===== src/rtl/nrz_rz_pkg.sv =====
package nrz_rz_pkg;
  typedef enum logic [1:0] {
    SEQ_IDLE = 2'd0,
    SEQ_EVAL = 2'd1,
    SEQ_RTZ  = 2'd2
  } seq_t;

  function automatic logic lets_phase(input logic v, input logic p);
    return v ^ p;
  endfunction
endpackage


===== src/rtl/lets_word_detect.sv =====
module lets_word_detect #(
  parameter int unsigned W = 4
) (
  input  logic [W-1:0] vals,
  input  logic [W-1:0] pars,
  input  logic         want_ph,
  output logic         full
);
  import nrz_rz_pkg::*;
  logic [W-1:0] bit_ok;

  for (genvar i = 0; i < W; i++) begin : g_bit
    assign bit_ok[i] = (lets_phase(vals[i], pars[i]) == want_ph);
  end

  assign full = &bit_ok;
endmodule


===== src/rtl/dr_word_valid.sv =====
module dr_word_valid #(
  parameter int unsigned W = 4
) (
  input  logic [W-1:0] t_rail,
  input  logic [W-1:0] f_rail,
  output logic         valid
);
  logic [W-1:0] pair_ok;

  for (genvar i = 0; i < W; i++) begin : g_pair
    assign pair_ok[i] = t_rail[i] ^ f_rail[i];
  end

  assign valid = &pair_ok;
endmodule


===== src/rtl/lets_out_enc.sv =====
module lets_out_enc #(
  parameter int unsigned W = 4
) (
  input  logic [W-1:0] vals,
  input  logic         ph,
  output logic [W-1:0] pars
);
  for (genvar i = 0; i < W; i++) begin : g_enc
    assign pars[i] = vals[i] ^ ph;
  end
endmodule


===== src/rtl/nrz_rz_bridge_ctrl.sv =====
module nrz_rz_bridge_ctrl #(
  parameter int unsigned IN_W  = 4,
  parameter int unsigned OUT_W = 4
) (
  input  logic             clk,
  input  logic             rst,
  input  logic [IN_W-1:0]  lt_data,
  input  logic [IN_W-1:0]  lt_par,
  output logic             ack_left,
  output logic             fx_en,
  output logic [IN_W-1:0]  fx_t,
  output logic [IN_W-1:0]  fx_f,
  input  logic [OUT_W-1:0] fx_rt,
  input  logic [OUT_W-1:0] fx_rf,
  input  logic             fx_done,
  output logic [OUT_W-1:0] rt_data,
  output logic [OUT_W-1:0] rt_par,
  input  logic             ack_right
);
  import nrz_rz_pkg::*;

  localparam logic [IN_W-1:0]  IN_ZERO  = '0;
  localparam logic [IN_W-1:0]  IN_ONES  = '1;
  localparam logic [OUT_W-1:0] OUT_ZERO = '0;
  localparam logic [OUT_W-1:0] OUT_ONES = '1;

  seq_t             st;
  logic             in_ph;
  logic             out_ph;
  logic             word_full;
  logic             res_valid;
  logic [OUT_W-1:0] next_par;
  logic             slot_free;

  lets_word_detect #(.W(IN_W)) u_in_cd (
    .vals    (lt_data),
    .pars    (lt_par),
    .want_ph (in_ph),
    .full    (word_full)
  );

  dr_word_valid #(.W(OUT_W)) u_res_cd (
    .t_rail (fx_rt),
    .f_rail (fx_rf),
    .valid  (res_valid)
  );

  lets_out_enc #(.W(OUT_W)) u_enc (
    .vals (fx_rt),
    .ph   (~out_ph),
    .pars (next_par)
  );

  assign slot_free = (ack_right == out_ph);

  always_ff @(posedge clk) begin
    if (rst) begin
      st       <= SEQ_IDLE;
      in_ph    <= 1'b1;
      out_ph   <= 1'b0;
      ack_left <= 1'b0;
      fx_en    <= 1'b0;
      fx_t     <= IN_ZERO;
      fx_f     <= IN_ZERO;
      rt_data  <= OUT_ZERO;
      rt_par   <= OUT_ZERO;
    end else begin
      case (st)
        SEQ_IDLE: begin
          if (word_full && !fx_done && slot_free) begin
            fx_en <= 1'b1;
            fx_t  <= lt_data;
            fx_f  <= ~lt_data;
            st    <= SEQ_EVAL;
          end
        end
        SEQ_EVAL: begin
          if (fx_done && res_valid) begin
            rt_data  <= fx_rt;
            rt_par   <= next_par;
            out_ph   <= ~out_ph;
            fx_en    <= 1'b0;
            fx_t     <= IN_ZERO;
            fx_f     <= IN_ZERO;
            ack_left <= ~ack_left;
            in_ph    <= ~in_ph;
            st       <= SEQ_RTZ;
          end
        end
        SEQ_RTZ: begin
          if (!fx_done) st <= SEQ_IDLE;
        end
        default: st <= SEQ_IDLE;
      endcase
    end
  end

  // evaluation starts only on a complete word of the expected phase
  a_r2_word_complete: assert property (@(posedge clk) disable iff (rst)
    $rose(fx_en) |-> $past(word_full));

  // dual-rail drive is complementary when evaluation starts
  a_r3_rails_complement: assert property (@(posedge clk) disable iff (rst)
    $rose(fx_en) |-> ((fx_t ^ fx_f) == IN_ONES));

  // no evaluation while the block is busy or the output slot is full
  a_r4_no_start_busy: assert property (@(posedge clk) disable iff (rst)
    $rose(fx_en) |-> (!$past(fx_done) &&
                      ($past(ack_right) == $past(rt_data[0] ^ rt_par[0]))));

  // the enable falls together with a new output phase
  a_r5_output_on_fall: assert property (@(posedge clk) disable iff (rst)
    $fell(fx_en) |-> ((rt_data[0] ^ rt_par[0]) != $past(rt_data[0] ^ rt_par[0])));

  // dual-rail drive is all zero outside evaluation
  a_r5_rails_rtz: assert property (@(posedge clk) disable iff (rst)
    !fx_en |-> (fx_t == IN_ZERO && fx_f == IN_ZERO));

  // the left acknowledge toggles on the falling enable
  a_r6_ack_on_fall: assert property (@(posedge clk) disable iff (rst)
    $fell(fx_en) |-> (ack_left != $past(ack_left)));

  // the left acknowledge toggles on no other edge
  a_r6_ack_only_fall: assert property (@(posedge clk) disable iff (rst)
    (ack_left != $past(ack_left)) |-> $fell(fx_en));

  // the output holds unless a result is produced
  a_r8_out_hold: assert property (@(posedge clk) disable iff (rst)
    !$fell(fx_en) |-> ($stable(rt_data) && $stable(rt_par)));

  // every output bit carries the same phase
  a_r9_uniform_phase: assert property (@(posedge clk) disable iff (rst)
    (((rt_data ^ rt_par) == OUT_ZERO) || ((rt_data ^ rt_par) == OUT_ONES)));
endmodule


===== config.mk =====
export PLATFORM = sky130hd
export DESIGN_NAME = nrz_rz_bridge_ctrl
export DESIGN_NICKNAME = d
export VERILOG_FILES = /design/src/rtl/nrz_rz_pkg.sv /design/src/rtl/lets_word_detect.sv /design/src/rtl/dr_word_valid.sv /design/src/rtl/lets_out_enc.sv /design/src/rtl/nrz_rz_bridge_ctrl.sv
export SDC_FILE = /design/constraint.sdc
export NUM_CORES = 1
export LEC_CHECK = 0
export ABC_AREA = 1
export BUFFER_PORTS_ARGS = -buffer_cell sky130_fd_sc_hd__buf_2
export CORE_MARGIN = 2
export CORE_UTILIZATION = 28
export CTS_BUF_LIST = sky130_fd_sc_hd__clkbuf_2 sky130_fd_sc_hd__clkbuf_4 sky130_fd_sc_hd__clkbuf_8
export CTS_CLUSTER_SIZE = 24
export DETAILED_ROUTE_END_ITERATION = 10
export GPL_TIMING_DRIVEN = 1
export PLACE_DENSITY_LB_ADDON = 0.08
export SLEW_MARGIN = 15
export SYNTH_ARGS = -nofsm -noshare
export SYNTH_HDL_FRONTEND = slang
export SYNTH_SLANG_ARGS = --single-unit

===== constraint.sdc =====
create_clock -name clk -period 2.17 [get_ports clk]
set_clock_uncertainty 0.15 [all_clocks]
set_input_delay 0.1085 -clock clk [delete_from_list [all_inputs] [get_ports clk]]
set_output_delay 0.1085 -clock clk [all_outputs]
set_load 0.03 [all_outputs]

**Word-level counts from Yosys, hierarchy flattened**

Cells that the tools add are included.

- Register bits after elaboration: 22
- Latch bits: 0
- Memory bits (writable): 0
- ROM bits: 0
- Output and inout bits: 18
- Memories kept: 0

- $add $sub $neg: 0
- $mul: 0
- Divide/modulo/power cells: 0
- $lt $le $gt $ge: 0
- Equal/unequal tests: 10
- Shift operators: 0
- Multiplexer cells: 12
- Bitwise logic cells: 16
- Reductions and logical operators: 11

Operators with widths:

| kind | number |
|---|---|
| $pmux 4 s2 | 2 |
| $mux 4 | 3 |
| $xor 1x1->1 | 12 |
| $reduce_and 4->1 | 2 |
| $mux 2 | 3 |
| $ne 2x2->1 const B | 3 |
| $pmux 2 s3 | 1 |
| $reduce_and 3->1 | 2 |
| $eq 1x1->1 | 5 |
| $not 4->4 | 1 |
| $logic_and 1x1->1 | 3 |
| $not 1->1 | 3 |
| $eq 2x1->1 const B | 1 |
| $eq 2x2->1 const B | 1 |
| $logic_not 2->1 | 1 |
| $mux 1 | 2 |
| $pmux 1 s2 | 1 |
| $reduce_and 2->1 | 1 |
| $reduce_bool 2->1 | 1 |
| $logic_not 1->1 | 1 |

**Depth between registers and ports, before layout**

Gate-level depths: netlist of run 1.

- Word-level depth: 7
- Mapped depth: 10
- Gate-level depth less buffers: 9

**Hierarchy**

From an unflattened synthesis of run 1, not the netlist that was laid out.

- Cell total of the unflattened synthesis: 178
- Area total of the unflattened synthesis: 1,134.8 sq um

By module, submodules not included:

| module | instances | cells an instance | area an instance (sq um) | seq. area each (sq um) |
|---|---|---|---|---|
| nrz_rz_bridge_ctrl | 1 | 109 | 865.8 | 440.4 |
| lets_word_detect | 1 | 31 | 123.9 | 0.0 |
| dr_word_valid | 1 | 21 | 81.3 | 0.0 |
| lets_out_enc | 1 | 17 | 63.8 | 0.0 |

**Worst setup path after synthesis of run 1**

OpenSTA, ideal clock, no wires.

- Path kind: flip-flop to flip-flop
- Start: reg out_ph
- End: reg fx_f[0]
- Arrival: 1.094 ns
- Setup slack: 0.794 ns
- Stages on the path, launching flop included: 11
- Path buffers: 1
- Clock period less this slack: 1.376 ns
- Path through: dfxtp_1 buf_6 inv_2 nand2_1 nand2_1 nor2_2 nand2_2 nor2_4 nand3_4 nand3_1 a21oi_1

- Longest elaborated chain between the ends: 4

RTL lines:

| what | RTL line | text |
|---|---|---|
| start, declared | nrz_rz_bridge_ctrl.sv:29 | `logic out_ph;` |
| start signal, assigned | nrz_rz_bridge_ctrl.sv:81 | `out_ph <= ~out_ph;` |
| $eq 1x1->1 | nrz_rz_bridge_ctrl.sv:54 | `assign slot_free = (ack_right == out_ph);` |
| $logic_and 1x1->1 | nrz_rz_bridge_ctrl.sv:70 | `if (word_full && !fx_done && slot_free) begin` |
| $ne 2x2->1 (no source line) | - |  |
| $reduce_and 3->1 (no source line) | - |  |
| end signal, assigned | nrz_rz_bridge_ctrl.sv:73 | `fx_f <= ~lt_data;` |
| end, declared | nrz_rz_bridge_ctrl.sv:12 | `output logic [IN_W-1:0] fx_f,` |

Every way passes these cells.
A chain may end at the register's enable or synchronous reset.

**Worst setup path after layout of run 1**

- Start: in fx_rt[0]
- End: reg in_ph

- Longest elaborated chain between the ends: 4

RTL lines:

| what | RTL line | text |
|---|---|---|
| start, declared | nrz_rz_bridge_ctrl.sv:13 | `input logic [OUT_W-1:0] fx_rt,` |
| $xor 1x1->1 | dr_word_valid.sv:11 | `assign pair_ok[i] = t_rail[i] ^ f_rail[i];` |
| $reduce_and 4->1 | dr_word_valid.sv:14 | `assign valid = &pair_ok;` |
| $logic_and 1x1->1 | nrz_rz_bridge_ctrl.sv:78 | `if (fx_done && res_valid) begin` |
| $reduce_and 2->1 (no source line) | - |  |
| end signal, assigned | nrz_rz_bridge_ctrl.sv:86 | `in_ph <= ~in_ph;` |
| end, declared | nrz_rz_bridge_ctrl.sv:28 | `logic in_ph;` |

Every way passes these cells.

==> key figures, run 1 <==
Drt
  • Vias per std cell: 4.44
  • Drt pass-1 iters: 4
  • Wl on met1: 1130 um
  • Max Used Layer: met4
  • DR WL met3: 125 um
  • Initial detailed-routing violation count: 23
  • Final ANT Viol Nets: 0
  • WL per Instance: 10.6 um
  • Via Count: 1,047
  • Metal2 WL: 1240 um
  • DRT Wirelength: 2510 um
  • # DRC: 0

Pwr
  • Max IR drop VDD: 249 uV
  • Overall Power: 892 uW
  • Power Dens Cells: 641 nW/um2
  • Leak pwr: 0.654 nW

Synth
  • FF+latch count, synth: 22
  • Post-Synthesis Net Count: 166
  • Ys Warns: 0
  • Syn avg cell area: 7.21 um2
  • Post-synth top area share: 0.419
  • Dominant cells by area after synthesis: dfxtp_1 (42%), nand2_1 (17%), a21oi_1 (10%)
  • Ys flop type: dfxtp_1
  • Sequential fraction of the synthesis area: 0.419
  • Largest area contributor in the netlist: dfxtp_1
  • Count leader, synth: nand2_1
  • Post-Syn Area: 1050 um2
  • Share of flip-flops with an asynchronous set or reset: 0
  • Syn Inst Count: 146
  • Commonest cells post-synth: nand2_1 (47), dfxtp_1 (22), a21oi_1 (21), inv_1 (11)
  • Post-synth EDFFs: 0
  • Post-synthesis cell type count: 23

Worst setup path
  • Buf+Inv Stages, Crit Path: 3
  • CP max stage delay: 0.53 ns
  • Cells along the critical path: dlygate4sd3_1 -> buf_2 -> nand2_1 -> nand2_1 -> nor2_1 -> nand4_2 -> buf_4 -> a21oi_2 -> o21ai_1
  • Crit path kind: in -> reg
  • Critical path fanouts, max: 16
  • Crit path required time: 2.17 ns
  • CP max stage cell: dlygate4sd3_1
  • Worst setup SP type: input pin
  • Cell family with most CP delay: buffers and inverters
  • Worst Path Arrival: 1.75 ns
  • Cell mode on critical path: nand2_1
  • Setup crit end kind: flop

Layout
  • Fill count: 415
  • Area grow syn2layout: 32.2%
  • Final #Nets: 209
  • Util after Layout: 0.383
  • Diode count: 0
  • Ratio of cells with drive above 1 in the final layout: 0.277

GRT
  • Initial antenna violation count: 0
  • Pin count of the biggest net entering global routing: 19
  • First-pass GRT wire length: 4210 um
  • GR Overflow Total: 0
  • GRT Overall Usage: 0.125
  • Vias in the first global route: 955

CTS
  • Reg clk slew, reported paths: 0.08 ns
  • TritonCTS clock tree: built
  • Root Buffer: clkbuf_8
  • CTS buffer count: 3
  • Htree depth: 1
  • CTS max path bufs: 2
  • Clock Sinks: 22
  • Clock latency on the worst-skew pair: 0.26 ns
  • Setup Fix Bufs, Post-CTS: 0

STA
  • Setup tns final: 0 ns
  • Post-route minimum period: 1.74 ns
  • Fin. max-slew vios: 0
  • Fin. Hold Viols: 0
  • RSZ-0062 raised after global routing: false
  • Fmax: 0.573 GHz
  • Relative slew slack: 0.729
  • Tcrit/Tclk final: 0.804
  • Worst-Margin Slew: 0.405 ns
  • # setup viols final: 0

Die
  • Number of cell rows: 22
  • # IOs: 38
  • Starting Density: 0.290
  • Horiz. Die Dim: 65.3 um
  • Core area: 3630 um2
  • Die area: 4260 um2
  • Die span in y: 65.3 um

Placement
  • Routability cong.: 0.815
  • DP Wirelength: 1900 um
  • Buffers added on ports: 37

Run
  • Max-Cap Viols: 0

Min path
  • Class of the worst hold path: in -> reg

Run status
  • Run status: complete, no violations
## final cells by class
class	count	area, um2	share of cell area
sequential	22	440	0.317
multi-input combinational	106	527	0.379
inverter	13	50.0	0.0360
timing repair buffer	43	243	0.174
tap	48	60.1	0.0432
clock inverter	1	30.0	0.0216
clock buffer	3	41.3	0.0297
## repair_timing
| item | 4_1_cts | 5_1_grt |
|---|---|---|
| hold endpoints to repair | 5 | 0 |
| hold buffers | 5 | 0 |
| setup endpoints to repair | 0 | 0 |
| gates resized for setup | 0 | 0 |
## path summary, 6_finish.rpt
path / from / to / slack, ns / cells past startpoint
setup / recovery: fx_rt[0] / in_ph$_SDFFE_PP1P_ / 0.43 / 9
setup reg to reg: out_ph$_SDFFE_PP0P_ / fx_f[1]$_SDFFE_PP0P_ / 0.58 / 9
hold reg to reg: rt_data[3]$_SDFFE_PP0P_ / rt_data[3]$_SDFFE_PP0P_ / 0.31 / 2
hold / removal: lt_data[2] / fx_t[2]$_SDFFE_PP0P_ / 0.05 / 3
## through the flow
stage          setup WS [ns]  hold slack (ns)  instance area [um2]  cells
2_1_floorplan          0.794            0.103                 1050    146
3_3_place_gp           0.653            0.257                 1270    227
3_5_place_dp           0.593            0.257                 1270    227
4_1_cts                0.421           0.0380                 1390    236
5_1_grt                0.256           0.0684                 1390    236
6_report               0.425           0.0462                 1390    236
## metal layers
| metal | track usage | vias up |
|---|---|---|
| li1 | - | 551 |
| met1 | 0.157 | 463 |
| met2 | 0.219 | 29 |
| met3 | 0.0257 | 4 |
| met4 | 0.0313 | 0 |
| met5 | 0 | - |
## sequential cells by signal (all words and copies together), names as in the netlist
name      flops
fx_t          4
out_ph        1
rt_par        4
ack_left      1
fx_f          4
st            2
in_ph         1
fx_en         1
rt_data       4
## layout by cell type (no fill, tap or decap), drive strengths merged
| master | instances |
|---|---|
| nand4 | 5 |
| clkbuf | 3 |
| bufinv | 1 |
| buf | 38 |
| nand3b | 1 |
| o21ai | 3 |
| xnor2 | 4 |
| dlygate4sd3 | 5 |
| clkinv | 1 |
| nand2 | 48 |
| a21oi | 22 |
| dfxtp | 22 |
| nor2 | 12 |
| xor2 | 2 |
| nand3 | 9 |
| inv | 12 |
## kinds of logic (layout without fill, tap and decap cells)
| logic type | Yosys count | in the layout | share of synthesized area |
|---|---|---|---|
| buffers and inverters | 18 | 60 | 0.0808 |
| xor gates and xnor gates | 6 | 6 | 0.0499 |
| DFF | 22 | 22 | 0.419 |
| and+or+nand+nor | 75 | 75 | 0.328 |
| AOI/OAI and AO/OA | 25 | 25 | 0.122 |
## report_power, final
part           leakage (nW)  internal, mW  switching [mW]  total (mW)
Sequential            0.177         0.408         0.00258       0.411
Clock                0.0357         0.246           0.134       0.381
Combinational         0.441        0.0406          0.0600       0.101
Total                 0.654         0.695           0.197       0.892
## worst reg2reg max path, delay by kind of cell, from the launching register on
family,cells,cell delay (ns)
DFF,1,0.49
and+or+nand+nor,7,0.69
AOI/OAI and AO/OA,1,0.06
buffers and inverters,1,0.08
Power figures use the tool's default switching activity.
==> run 2, diff against run 1 <==
--- a/config.mk
+++ b/config.mk
@@ -5,7 +5,7 @@
 export SDC_FILE = /design/constraint.sdc
 export NUM_CORES = 1
 export LEC_CHECK = 0
-export ABC_AREA = 1
+export ABC_AREA = 0
 export BUFFER_PORTS_ARGS = -buffer_cell sky130_fd_sc_hd__buf_2
 export CORE_MARGIN = 2
 export CORE_UTILIZATION = 28
==> constraint.sdc (replaced) <==
create_clock -name clk -period 1.55 [get_ports clk]
set_clock_uncertainty 0.15 [all_clocks]
set_input_delay 0.0775 -clock clk [delete_from_list [all_inputs] [get_ports clk]]
set_output_delay 0.0775 -clock clk [all_outputs]
set_load 0.03 [all_outputs]
==> run 2 against run 1 <==
The flow now finishes with violations (negative setup slack). Sequential power up 39%. Sequential share of layout area down 2.5 points. Global-route usage down 0.40 points. Final area up 9.0%. Final cell count down 12%. Worst hold slack worse by 0.023 ns. Wire length down 2.5%. Worst setup slack worse by 0.43 ns. Non-clock buffer count up 15. Die area up 2.6%. Critical path type is now reg -> reg. Critical endpoint is now fx_f[0]$_SDFFE_PP0P_. Largest power group unchanged. Highest routed layer unchanged.
==> key figures, run 2 <==
Drt
  • DRT Wirelength: 2450 um (was 2510 um)
  • Initial detailed-routing violation count: 30 (was 23)
  • WL per Instance: 11.8 um (was 10.6 um)
  • Final ANT Viol Nets: 0 (unchanged)
  • Via Count: 916 (was 1,047)
  • Vias per std cell: 4.40 (was 4.44)
  • # DRC: 0 (unchanged)
  • Drt pass-1 iters: 4 (unchanged)

Placement
  • DP Wirelength: 1880 um (was 1900 um)
  • Routability cong.: 0.687 (was 0.815)
  • Buffers added on ports: 37 (unchanged)
  • Pre-CTS WS: -0.341 ns (was 0.593 ns)

Synth
  • Sequential fraction of the synthesis area: 0.407 (was 0.419)
  • Share of flip-flops with an asynchronous set or reset: 0 (unchanged)
  • Post-Syn Area: 1080 um2 (was 1050 um2)
  • Post-synth top area share: 0.407 (was 0.419)
  • Largest area contributor in the netlist: dfxtp_1 (unchanged)
  • Ys flop type: dfxtp_1 (unchanged)
  • Syn avg cell area: 10.2 um2 (was 7.21 um2)
  • Dominant cells by area after synthesis: dfxtp_1 (41%), xnor2_1 (8.1%), mux2i_1 (7.4%) (was dfxtp_1 (42%), nand2_1 (17%), a21oi_1 (10%))
  • Post-synth EDFFs: 0 (unchanged)
  • Commonest cells post-synth: dfxtp_1 (22), nor2_1 (15), xnor2_1 (10), mux2i_1 (8), xor2_1 (6) (was nand2_1 (47), dfxtp_1 (22), a21oi_1 (21), inv_1 (11))
  • FF+latch count, synth: 22 (unchanged)
  • Post-Synthesis Net Count: 126 (was 166)
  • Ys Warns: 0 (unchanged)
  • Post-synthesis cell type count: 27 (was 23)
  • Syn Inst Count: 106 (was 146)
  • Count leader, synth: dfxtp_1 (was nand2_1)

STA
  • Setup tns final: -0.0118 ns (was 0 ns)
  • Post-route minimum period: 1.55 ns
  • Worst-Margin Slew: 0.325 ns (was 0.405 ns)
  • Relative slew slack: 0.783 (was 0.729)
  • Fin. max-slew vios: 0 (unchanged)
  • RSZ-0062 raised after global routing: true (was false)
  • Fmax: 0.643 GHz
  • Final worst slack: -0.00414 ns (was 0.425 ns)
  • Tcrit/Tclk final: 1.00
  • Fin. Hold Viols: 0 (unchanged)
  • # setup viols final: 3 (was 0)

Min path
  • Hold EP: rt_data[0]$_SDFFE_PP0P_ (was fx_t[2]$_SDFFE_PP0P_)
  • Worst hold stages: 4 (was 3)
  • Hold Crit Start: fx_rt[0] (was lt_data[2])
  • Class of the worst hold path: in -> reg (unchanged)

Worst setup path
  • Cell family with most CP delay: multiplexers (was buffers and inverters)
  • Worst Path Arrival: 1.56 ns (was 1.75 ns)
  • CP max stage delay: 0.35 ns (was 0.53 ns)
  • CP max stage cell: dfxtp_2 (was dlygate4sd3_1)
  • Cell mode on critical path: mux2_4 (was nand2_1)
  • Cells along the critical path: inv_2 -> mux2_4 -> and3_4 -> and2_4 -> mux2_4 (was dlygate4sd3_1 -> buf_2 -> nand2_1 -> nand2_1 -> nor2_1 -> nand4_2 -> buf_4 -> a21oi_2 -> o21ai_1)
  • Worst path depth: 5 (was 9)
  • Worst r2r path cells: 5 (was 9)
  • Crit path required time: 1.56 ns (was 2.17 ns)
  • Worst setup SP type: flop (was input pin)
  • Reg2Reg Setup Slack: -0.004 ns (was 0.58 ns)
  • Critical path fanouts, max: 6 (was 16)
  • R2r endpoint: fx_f[0]$_SDFFE_PP0P_ (was fx_f[1]$_SDFFE_PP0P_)
  • Setup crit end kind: flop (unchanged)
  • Crit path kind: reg -> reg (was in -> reg)
  • Buf+Inv Stages, Crit Path: 1 (was 3)
  • Reg2reg start: in_ph$_SDFFE_PP1P_ (was out_ph$_SDFFE_PP0P_)

CTS
  • TritonCTS clock tree: built (unchanged)
  • Clock Sinks: 22 (unchanged)
  • CTS buffer count: 3 (unchanged)
  • Reg clk slew, reported paths: 0.08 ns (about the same)
  • Root Buffer: clkbuf_8 (unchanged)
  • Htree depth: 1 (unchanged)
  • Clock latency on the worst-skew pair: 0.26 ns (about the same)
  • CTS max path bufs: 2 (unchanged)

Layout
  • Fill count: 401 (was 415)
  • Diode count: 0 (unchanged)
  • Area grow syn2layout: 40.3% (was 32.2%)
  • Most frequent cells in the layout: buf_2 (37), dfxtp_1 (21), buf_4 (19) (was nand2_1 (47), buf_2 (37), dfxtp_1 (22))
  • Most common cell after layout, fill and taps aside: buf_2 (was nand2_1)
  • Final #Nets: 181 (was 209)
  • Ratio of cells with drive above 1 in the final layout: 0.450 (was 0.277)

Die
  • Starting Density: 0.293 (was 0.290)
  • # IOs: 38 (unchanged)
  • Core area: 3690 um2 (was 3630 um2)
  • Number of cell rows: 22 (unchanged)
  • Die area: 4370 um2 (was 4260 um2)
  • Horiz. Die Dim: 66.1 um (was 65.3 um)
  • Die span in y: 66.1 um (was 65.3 um)

Pwr
  • Power Dens Cells: 834 nW/um2 (was 641 nW/um2)
  • Max IR drop VDD: 563 uV (was 249 uV)
  • Clock share of power: 0.428 (was 0.427)
  • Net switching power: 269 uW (was 197 uW)
  • Sequential power share: 0.451 (was 0.460)
  • Combinational share of power: 0.121 (was 0.113)
  • Cell Int Power: 995 uW (was 695 uW)
  • Switching share of power: 0.213 (was 0.221)
  • Leak pwr: 0.755 nW (was 0.654 nW)

GRT
  • Vias in the first global route: 906 (was 955)
  • Initial antenna violation count: 0 (unchanged)
  • First-pass GRT wire length: 4080 um (was 4210 um)
  • Pin count of the biggest net entering global routing: 23 (was 19)
  • GR Overflow Total: 0 (unchanged)
  • GRT Overall Usage: 0.121 (was 0.125)

Run
  • Max-Cap Viols: 0 (unchanged)

Run status
  • Run status: finished with violations (was complete, no violations)
  • Violated checks: negative setup slack
run 2: worst max path at each step:
stage	endpoint	slack, ns	start
2_1_floorplan	fx_f[0]$_SDFFE_PP0P_	-0.15	in_ph$_SDFFE_PP1P_
3_3_place_gp	fx_en$_SDFFE_PP0P_	-0.28	fx_rt[2]
3_5_place_dp	fx_en$_SDFFE_PP0P_	-0.34	fx_rt[2]
4_1_cts	fx_f[0]$_SDFFE_PP0P_	-0.01	in_ph$_SDFFE_PP1P_
5_1_grt	fx_f[3]$_SDFFE_PP0P_	-0.04	in_ph$_SDFFE_PP1P_
6_report	fx_f[0]$_SDFFE_PP0P_	-0.004	in_ph$_SDFFE_PP1P_
run 2: timing repair:
action / in CTS / in global routing
endpoints found under the hold margin: 2 / 0
setup buffers: 2 / 1
pin swaps: 1 / 0
gates resized for setup: 0 / 3
hold buffers: 2 / 0
endpoints found under the setup margin: 15 / 6
run 2: worst reg2reg max path: cells and delay by family (launching register included):
kind	cells	cell delay, ns
mux	2	0.56
flops	1	0.35
simple gates	2	0.34
buf+inv	1	0.04
run 2: layer usage:
metal,wire [um],global-route usage
met1,1180,0.162
met2,1140,0.186
met3,114,0.0409
met4,7,0.0306
met5,0,0
run 2: power by group through the flow:
stage / logic, mW / registers, mW / clock network [mW]
finish: 0.153 / 0.570 / 0.541
global route: 0.167 / 0.570 / 0.573
CTS: 0.150 / 0.570 / 0.558
detailed placement: 0.145 / 0.583 / 0
global placement: 0.146 / 0.583 / 0
floorplan: 0.0694 / 0.589 / 0
run 2: cell type report:
class / instances / area [um2] / area share
Clock buffer: 3 / 41.3 / 0.0272
Sequential cell: 22 / 442 / 0.291
Clock inverter: 1 / 30.0 / 0.0198
Timing Repair Buffer: 58 / 348 / 0.229
Tap cell: 48 / 60.1 / 0.0396
Inverter: 1 / 3.75 / 0.00248
Multi-Input combinational cell: 75 / 592 / 0.390
run 2: logic make-up (layout without fill, tap and decap cells):
family	after synthesis	after routing	share of synthesized area
compound gates	8	8	0.0463
flops	22	22	0.407
simple gates	38	38	0.216
xor+xnor	16	16	0.130
mux	13	13	0.140
buf+inv	9	63	0.0602
run 2: stage by stage:
stage	instances	area [um2]	power [mW]	hold WS (ns)	util
final	208	1520	1.26	0.0234	0.411
after global routing	208	1520	1.31	0.0389	0.411
after CTS	207	1500	1.28	0.0180	0.407
after floorplan	106	1090	0.658	0.0714	-
after detailed placement	199	1400	0.728	0.255	0.378
after global placement	199	1400	0.729	0.260	0.378
